<file path="config.mk">
export PLATFORM = sky130hd
export DESIGN_NAME = spr_dma_top
export DESIGN_NICKNAME = d
export VERILOG_FILES = /design/src/rtl/spr_dma_pkg.sv /design/src/rtl/spr_dma_decode.sv /design/src/rtl/spr_dma_seq.sv /design/src/rtl/spr_dma_busmux.sv /design/src/rtl/spr_dma_top.sv
export SDC_FILE = /design/constraint.sdc
export NUM_CORES = 1
export LEC_CHECK = 0
export BUFFER_PORTS_ARGS = -buffer_cell sky130_fd_sc_hd__buf_2
export CORE_MARGIN = 5
export CORE_UTILIZATION = 35
export CTS_BUF_LIST = sky130_fd_sc_hd__clkbuf_8
export DETAILED_ROUTE_END_ITERATION = 8
export HOLD_SLACK_MARGIN = 0.05
export MAX_ROUTING_LAYER = met4
export SLEW_MARGIN = 20
export SYNTH_ARGS = -nofsm -noshare
export SYNTH_HDL_FRONTEND = slang
export SYNTH_SLANG_ARGS = --single-unit
export TNS_END_PERCENT = 5
</file>
<file path="constraint.sdc">
create_clock -name clk -period 2.4 [get_ports clk]
set_input_delay 0.12 -clock clk [delete_from_list [all_inputs] [get_ports clk]]
set_output_delay 0.12 -clock clk [all_outputs]
set_load 0.01 [all_outputs]
</file>
<file path="src/rtl/spr_dma_pkg.sv">
package spr_dma_pkg;
    typedef enum logic [1:0] {
        ST_IDLE  = 2'd0,
        ST_ALIGN = 2'd1,
        ST_READ  = 2'd2,
        ST_WRITE = 2'd3
    } dma_state_e;
endpackage

</file>
<file path="src/rtl/spr_dma_decode.sv">
module spr_dma_decode #(
    parameter int ADDR_W = 16,
    parameter logic [ADDR_W-1:0] TRIG_ADDR = 16'h4014
) (
    input  logic [ADDR_W-1:0] cpu_addr,
    input  logic              cpu_we,
    output logic              trig
);
    always_comb begin
        trig = cpu_we && (cpu_addr == TRIG_ADDR);
    end
endmodule

</file>
<file path="src/rtl/spr_dma_seq.sv">
module spr_dma_seq
    import spr_dma_pkg::*;
#(
    parameter int DATA_W = 8,
    parameter int IDX_W  = 8,
    parameter logic [DATA_W+IDX_W-1:0] PORT_ADDR = 16'h2004
) (
    input  logic                    clk,
    input  logic                    rst_n,
    input  logic                    trig,
    input  logic [DATA_W-1:0]       trig_page,
    input  logic                    odd,
    input  logic [DATA_W-1:0]       rdata,
    output logic                    busy,
    output logic [DATA_W+IDX_W-1:0] dma_addr,
    output logic [DATA_W-1:0]       dma_wdata,
    output logic                    dma_we
);
    localparam int ADDR_W = DATA_W + IDX_W;
    localparam logic [IDX_W-1:0] LAST_IDX = {IDX_W{1'b1}};

    typedef struct packed {
        dma_state_e        st;
        logic [DATA_W-1:0] page;
        logic [IDX_W-1:0]  idx;
        logic [DATA_W-1:0] data;
    } seq_t;

    seq_t r_q, r_d;

    always_comb begin
        r_d       = r_q;
        dma_addr  = {r_q.page, r_q.idx};
        dma_wdata = r_q.data;
        dma_we    = 1'b0;
        case (r_q.st)
            ST_IDLE: begin
                if (trig) begin
                    r_d.page = trig_page;
                    r_d.idx  = '0;
                    r_d.st   = odd ? ST_ALIGN : ST_READ;
                end
            end
            ST_ALIGN: begin
                r_d.st = ST_READ;
            end
            ST_READ: begin
                r_d.data = rdata;
                r_d.st   = ST_WRITE;
            end
            ST_WRITE: begin
                dma_addr = PORT_ADDR;
                dma_we   = 1'b1;
                r_d.idx  = r_q.idx + 1'b1;
                r_d.st   = (r_q.idx == LAST_IDX) ? ST_IDLE : ST_READ;
            end
            default: r_d.st = ST_IDLE;
        endcase
        busy = (r_q.st != ST_IDLE);
    end

    always_ff @(posedge clk) begin
        if (!rst_n) begin
            r_q <= '{st: ST_IDLE, page: '0, idx: '0, data: '0};
        end else begin
            r_q <= r_d;
        end
    end

    // an idle trigger starts the copy on the next edge
    a_r3_trigger_starts: assert property (@(posedge clk) disable iff (!rst_n)
        (trig && !busy) |=> busy);

    // a trigger during a copy leaves the page untouched
    a_r8_page_held: assert property (@(posedge clk) disable iff (!rst_n)
        (trig && busy) |=> $stable(r_q.page));

    // the last port write ends the copy
    a_r6_end_after_last: assert property (@(posedge clk) disable iff (!rst_n)
        (dma_we && r_q.idx == LAST_IDX) |=> !busy);

    // a read of byte k is followed by a read of byte k+1 after the write
    a_r4_index_steps: assert property (@(posedge clk) disable iff (!rst_n)
        (dma_we && r_q.idx != LAST_IDX) |=> (r_q.idx == $past(r_q.idx) + 1'b1));

    logic unused_w;
    assign unused_w = ^ADDR_W;
endmodule

</file>
<file path="src/rtl/spr_dma_busmux.sv">
module spr_dma_busmux #(
    parameter int ADDR_W = 16,
    parameter int DATA_W = 8
) (
    input  logic              sel_dma,
    input  logic [ADDR_W-1:0] cpu_addr,
    input  logic [DATA_W-1:0] cpu_wdata,
    input  logic              cpu_we,
    input  logic [ADDR_W-1:0] dma_addr,
    input  logic [DATA_W-1:0] dma_wdata,
    input  logic              dma_we,
    output logic [ADDR_W-1:0] bus_addr,
    output logic [DATA_W-1:0] bus_wdata,
    output logic              bus_we
);
    always_comb begin
        if (sel_dma) begin
            bus_addr  = dma_addr;
            bus_wdata = dma_wdata;
            bus_we    = dma_we;
        end else begin
            bus_addr  = cpu_addr;
            bus_wdata = cpu_wdata;
            bus_we    = cpu_we;
        end
    end
endmodule

</file>
<file path="src/rtl/spr_dma_top.sv">
module spr_dma_top #(
    parameter int DATA_W = 8,
    parameter int IDX_W  = 8,
    parameter logic [DATA_W+IDX_W-1:0] TRIG_ADDR = 16'h4014,
    parameter logic [DATA_W+IDX_W-1:0] PORT_ADDR = 16'h2004
) (
    input  logic                    clk,
    input  logic                    rst_n,
    input  logic [DATA_W+IDX_W-1:0] cpu_addr,
    input  logic [DATA_W-1:0]       cpu_wdata,
    input  logic                    cpu_we,
    input  logic                    cyc_odd,
    input  logic [DATA_W-1:0]       bus_rdata,
    output logic [DATA_W+IDX_W-1:0] bus_addr,
    output logic [DATA_W-1:0]       bus_wdata,
    output logic                    bus_we,
    output logic                    cpu_stall,
    output logic                    busy
);
    localparam int ADDR_W = DATA_W + IDX_W;

    logic              trig;
    logic              busy_w;
    logic [ADDR_W-1:0] dma_addr;
    logic [DATA_W-1:0] dma_wdata;
    logic              dma_we;

    spr_dma_decode #(.ADDR_W(ADDR_W), .TRIG_ADDR(TRIG_ADDR)) u_dec (
        .cpu_addr (cpu_addr),
        .cpu_we   (cpu_we),
        .trig     (trig)
    );

    spr_dma_seq #(.DATA_W(DATA_W), .IDX_W(IDX_W), .PORT_ADDR(PORT_ADDR)) u_seq (
        .clk       (clk),
        .rst_n     (rst_n),
        .trig      (trig),
        .trig_page (cpu_wdata),
        .odd       (cyc_odd),
        .rdata     (bus_rdata),
        .busy      (busy_w),
        .dma_addr  (dma_addr),
        .dma_wdata (dma_wdata),
        .dma_we    (dma_we)
    );

    spr_dma_busmux #(.ADDR_W(ADDR_W), .DATA_W(DATA_W)) u_mux (
        .sel_dma   (busy_w),
        .cpu_addr  (cpu_addr),
        .cpu_wdata (cpu_wdata),
        .cpu_we    (cpu_we),
        .dma_addr  (dma_addr),
        .dma_wdata (dma_wdata),
        .dma_we    (dma_we),
        .bus_addr  (bus_addr),
        .bus_wdata (bus_wdata),
        .bus_we    (bus_we)
    );

    assign busy      = busy_w;
    assign cpu_stall = busy_w;

    // every write during a copy goes to the sprite port
    a_r5_port_only: assert property (@(posedge clk) disable iff (!rst_n)
        (busy && bus_we) |-> (bus_addr == PORT_ADDR));

    // copy writes never come back to back
    a_r5_alternate: assert property (@(posedge clk) disable iff (!rst_n)
        (busy && bus_we) |=> !(busy && bus_we));

    // idle bus mirrors the CPU
    a_r2_pass_through: assert property (@(posedge clk) disable iff (!rst_n)
        !busy |-> (bus_addr == cpu_addr && bus_we == cpu_we && bus_wdata == cpu_wdata));
endmodule

</file>
# [After elaboration in Yosys (flattened, before gate mapping)]
# Cells that the tools add are included.
[totals] reg_bits=26 inputBits=36 out_inout_bits=27 elab_cells=27
[classes] n_addsub=1 eq_ne=6 mux=10 reduce_logical=6
[ops] operator="2-to-1 mux 16 bit" n=2
[ops] operator="2-to-1 mux 18 bit" n=1
[ops] operator="equality test 16 x 15 -> 1 bit, second input constant" n=1
[ops] operator="one-hot mux 8 bit (2 select lines)" n=1
[ops] operator="adder 8 x 1 -> 8 bit, second input constant" n=1
[ops] operator="equality test 8 bit, second input constant" n=1
[ops] operator="2-to-1 mux 8 bit" n=1
[ops] operator="one-hot mux 2 bit (4 select lines)" n=1
[ops] operator="equality test 2 bit, second input constant" n=2
[ops] operator="2-to-1 mux 2 bit" n=2
[ops] operator="AND reduction 2 bit" n=2
[ops] operator="nonzero test 2 bit" n=2
[ops] operator="equality test 2 x 1 -> 1 bit, second input constant" n=1
[ops] operator="zero test 2 bit" n=1
[ops] operator="2-to-1 mux 1 bit" n=2
[ops] operator="inequality test 2 bit, second input constant" n=1
[ops] operator="logical AND 1 bit" n=1

# [Logic depth before layout (Yosys ltp)]
[depth] depth_word=4 depth_mapped=6

# [Modules after synthesis]
# Synthesis repeated with hierarchy kept, for this count alone.
[unflattened] cells_unflattened=180 hier_area_um2=1742.9
[by_module_without_submodules] module="spr_dma_seq" instances=1 cells_per_inst=144 area_per_inst_um2=1267.5 seq_area_each_um2=520.5
[by_module_without_submodules] module="spr_dma_busmux" instances=1 cells_per_inst=28 area_per_inst_um2=407.9 seq_area_each_um2=0.0
[by_module_without_submodules] module="spr_dma_decode" instances=1 cells_per_inst=7 area_per_inst_um2=60.1 seq_area_each_um2=0.0
[by_module_without_submodules] module="spr_dma_top" instances=1 cells_per_inst=1 area_per_inst_um2=7.5 seq_area_each_um2=0.0

# [Worst setup path after synthesis]
# OpenSTA, ideal clock, no wires.
[synth_timing] kind="register -> register" startpoint="register u_seq.r_q[25] (netlist bit)" endpoint="register u_seq.r_q[16] (netlist bit)" setup_ps=133 arrival_time_ps=1621 slack_ps=646 path_stages_with_launch=7 path_buffers=1 path_cell_list="dfxtp_1 -> nor2_2 -> inv_1 -> or4_1 -> clkbuf_1 -> o21ai_0 -> a21oi_1"
[synth_via] elab_chain_len=2
[synth_rtl] element="from (decl)" line_no="spr_dma_seq.sv:29" source="seq_t r_q, r_d;"
[synth_rtl] element="from (signal assigned)" line_no="spr_dma_seq.sv:64" source="r_q <= '{st: ST_IDLE, page: '0, idx: '0, data: '0};"
[synth_rtl] element="from (signal assigned)" line_no="spr_dma_seq.sv:66" source="r_q <= r_d;"
[synth_rtl] element="zero test 2 bit" line_no="spr_dma_seq.sv:36" source="case (r_q.st)"
[synth_rtl] element="AND reduction 2 bit (no source line)"
# Every way passes these cells.
# A chain may end at the register's enable or synchronous reset.

# [Final worst setup path]
[layout_timing] startpoint="register u_seq.r_q[24] (netlist bit)" endpoint="register u_seq.r_q[11] (netlist bit)"
[layout_via] elab_chain_len=3 word_cells_on_any_way=6 cone_classes="eq/ne (2); mux (1); reduce/logical (3)"
[layout_rtl] element="equality test 2 bit / zero test 2 bit (equally long branches)" line_no="spr_dma_seq.sv:36"
[layout_rtl] element="nonzero test 2 bit (no source line) / inequality test 2 bit (equally long branches)"
[layout_rtl] element="AND reduction 2 bit (no source line)"
# Several ways; a longest one is shown, not always the timed one.

==> impl_metrics.json <==
{
  "status": "complete, no violations",
  "syn_area_um2": 1600,
  "cts_tree": "built",
  "hpwl_um": 3510,
  "crit_cells": 4,
  "chipWidth_um": 77.5,
  "hold_viol": 0,
  "grt_usage_pct": 15.2,
  "wl_um": 4620,
  "io_pins": 63,
  "antenna_cells": 0,
  "drt_first_pass_iters": 4,
  "reg2reg_slack_ns": 0.69,
  "drc": 0,
  "syn2layout_area_growth_pct": 26.2,
  "root_buffer": "clkbuf_8",
  "synth.most_common_cell": "nand2_1",
  "ys_top_cells_by_area": "dfxtp_1, nand2_1, mux2i_1",
  "crit_path_max_incr_delay_ns": 0.56,
  "grt_max_degree": 42,
  "synth-edff-count": 0,
  "end_kind": "flop",
  "clock-skew-final_ns": 0.000942,
  "maxCapViolCount": 0,
  "die_h_um": 77.5,
  "final_max_slew_viol_count": 0,
  "critical-path-top-delay-family": "simple AND/OR/NAND/NOR gates",
  "synth.top_cell.area_share_pct": 32.6,
  "cp.arrival_ns": 1.84,
  "vias": 1677,
  "period_share_pct": 71.3,
  "core-area_um2": 4380,
  "synth.avg_cell_area_um2": 7.74,
  "initialDrtViolationCount": 89,
  "initial_core_util_pct": 36.4,
  "yosys.area.top_type": "dfxtp_1",
  "path_class": "flop to flop",
  "yosysWarningCount": 0,
  "utilization_pct": 45.9,
  "crit_end": "u_seq.r_q[11]$_SDFFE_PN0P_",
  "fin_nets": 299,
  "row_count": 24,
  "synth_flop_cell": "dfxtp_1",
  "worst_pin_slew_ns": 0.757,
  "slowest_stage": "or4b_4",
  "start_kind": "flop",
  "leakagePower_nw": 0.747,
  "setup_viol": 0,
  "cts_buffers": 3,
  "p_per_area_nw_per_um2": 410,
  "final_antenna_net_count": 0,
  "cts_sinks": 26,
  "synth_seq_cells": 26,
  "holdCritPathClass": "input port to flop",
  "crit_path_start": "u_seq.r_q[24]$_SDFFE_PN0P_",
  "gp_congestion": 0.829,
  "cts_hold_buf": 0,
  "synth.distinct_cells": 33,
  "worstPathCellList": "buf_4 -> or4b_4 -> nor4_4 -> nor3_1",
  "grt_overflow_total": 0,
  "fmax_mhz": 585,
  "grt_pass1_wl_um": 7410,
  "cts-resized-gates": 0,
  "power_w": 0.000825,
  "h-tree-depth": 1,
  "setup_tns_ns": 0,
  "portBuffers": 62,
  "async_flop_share_pct": 0,
  "crit_required_ns": 2.53,
  "period_minus_slack_ns": 1.71,
  "place_ws_ns": 0.443,
  "cts_post_setup_buffers_inserted": 0,
  "r2r_end": "u_seq.r_q[11]$_SDFFE_PN0P_",
  "routedWlPerCell_um": 14.8,
  "clkSlewWorstSetupHoldPaths_ns": 0.09,
  "dp_cells": 309,
  "drive_gt1_share_pct": 32.6,
  "crit_fanout": 18,
  "instances_no_fill": 313,
  "clk_path_buf_depth": 2,
  "synthTopCellsByCount": "nand2_1, dfxtp_1, a21oi_1, mux2i_1",
  "crit_buf_inv": 1,
  "dieArea_um2": 6010,
  "antenna_found_initial": 0,
  "reg2reg_from": "u_seq.r_q[24]$_SDFFE_PN0P_",
  "synth_fp_nets": 243,
  "r2r.worst_path.cells": 4,
  "vdd_drop_max_uv": 211,
  "ys_seq_area_share_pct": 32.6,
  "setup_slack_ns": 0.689,
  "rsz0062_at_grt": "false",
  "worst_skew_pair.late_latency_ns": 0.27,
  "maxSlewHeadroom_pct": 49.5,
  "vias_per_cell": 5.36,
  "grt_pass1_vias": 1516,
  "syn_inst": 206
}
[worst min-delay path by stage]
stage,startpoint,end,slack (ns),cells after the start
finish,bus_rdata[1],u_seq.dma_wdata[1]$_SDFFE_PN0P_,0.08,3
global route,bus_rdata[4],u_seq.dma_wdata[4]$_SDFFE_PN0P_,0.07,3
CTS,bus_rdata[1],u_seq.dma_wdata[1]$_SDFFE_PN0P_,0.08,3
detailed placement,bus_rdata[1],u_seq.dma_wdata[1]$_SDFFE_PN0P_,0.37,3
global placement,bus_rdata[1],u_seq.dma_wdata[1]$_SDFFE_PN0P_,0.36,3
floorplan,rst_n,u_seq.r_q[25]$_SDFFE_PN0P_,0.24,1
[logic make-up after synthesis]
logic type      Yosys count  share of synthesized area (%)
compound gates           49                           17.3
fa+ha+maj                 1                          0.784
flops                    26                           32.6
mux                      21                           13.8
buf+inv                  19                           4.86
xor+xnor                  5                           2.75
simple gates             85                           27.8
[cell type report]
cell class / count / area, um2
Tap cell: 52 / 65.1
Clock buffer: 4 / 55.1
Sequential cell: 26 / 520
Timing Repair Buffer: 68 / 368
Inverter: 2 / 7.51
Multi-Input combinational cell: 161 / 997
Fill cell: 471 / 2370
[sequential cells by signal, summed over array words and instances (netlist names)]
signal           count
u_seq.r_q           18
u_seq.dma_wdata      8
[tightest hold or removal path, stage by stage]
cell     delay (ns)
buf_2          0.09
nand2_1        0.04
a21oi_1        0.05
[power by group]
group / leakage, nW / internal [W] / switching, W
clock: 0.0288 / 0.000147 / 0.000139
combinational: 0.509 / 0.0000520 / 0.0000562
sequential: 0.209 / 0.000431 / 0.00000000244
[stage by stage]
stage | hold WS, ns | area (um2)
floorplan | 0.238 | 1600
global placement | 0.363 | 1960
detailed placement | 0.367 | 1960
CTS | 0.0750 | 2010
global route | 0.0742 | 2010
finish | 0.0774 | 2010
[layer usage]
metal	GRT usage, %	vias to the layer above	wire length (um)
met5	-	-	0
met1	21.4	768	2070
met3	2.66	2	288
li1	-	860	-
met2	22.6	47	2230
met4	3.61	0	25
[layout by cell type (no fill, tap or decap), drive strengths merged, types with 7 or more instances in the layout]
cell,instances
o21ai,12
dfxtp,26
nor3,13
a21oi,19
mux2i,13
nor2,7
mux2,8
nand2,38
buf,68
nand4,11
o22ai,11
No activity file was read; power rests on OpenSTA's default activity.
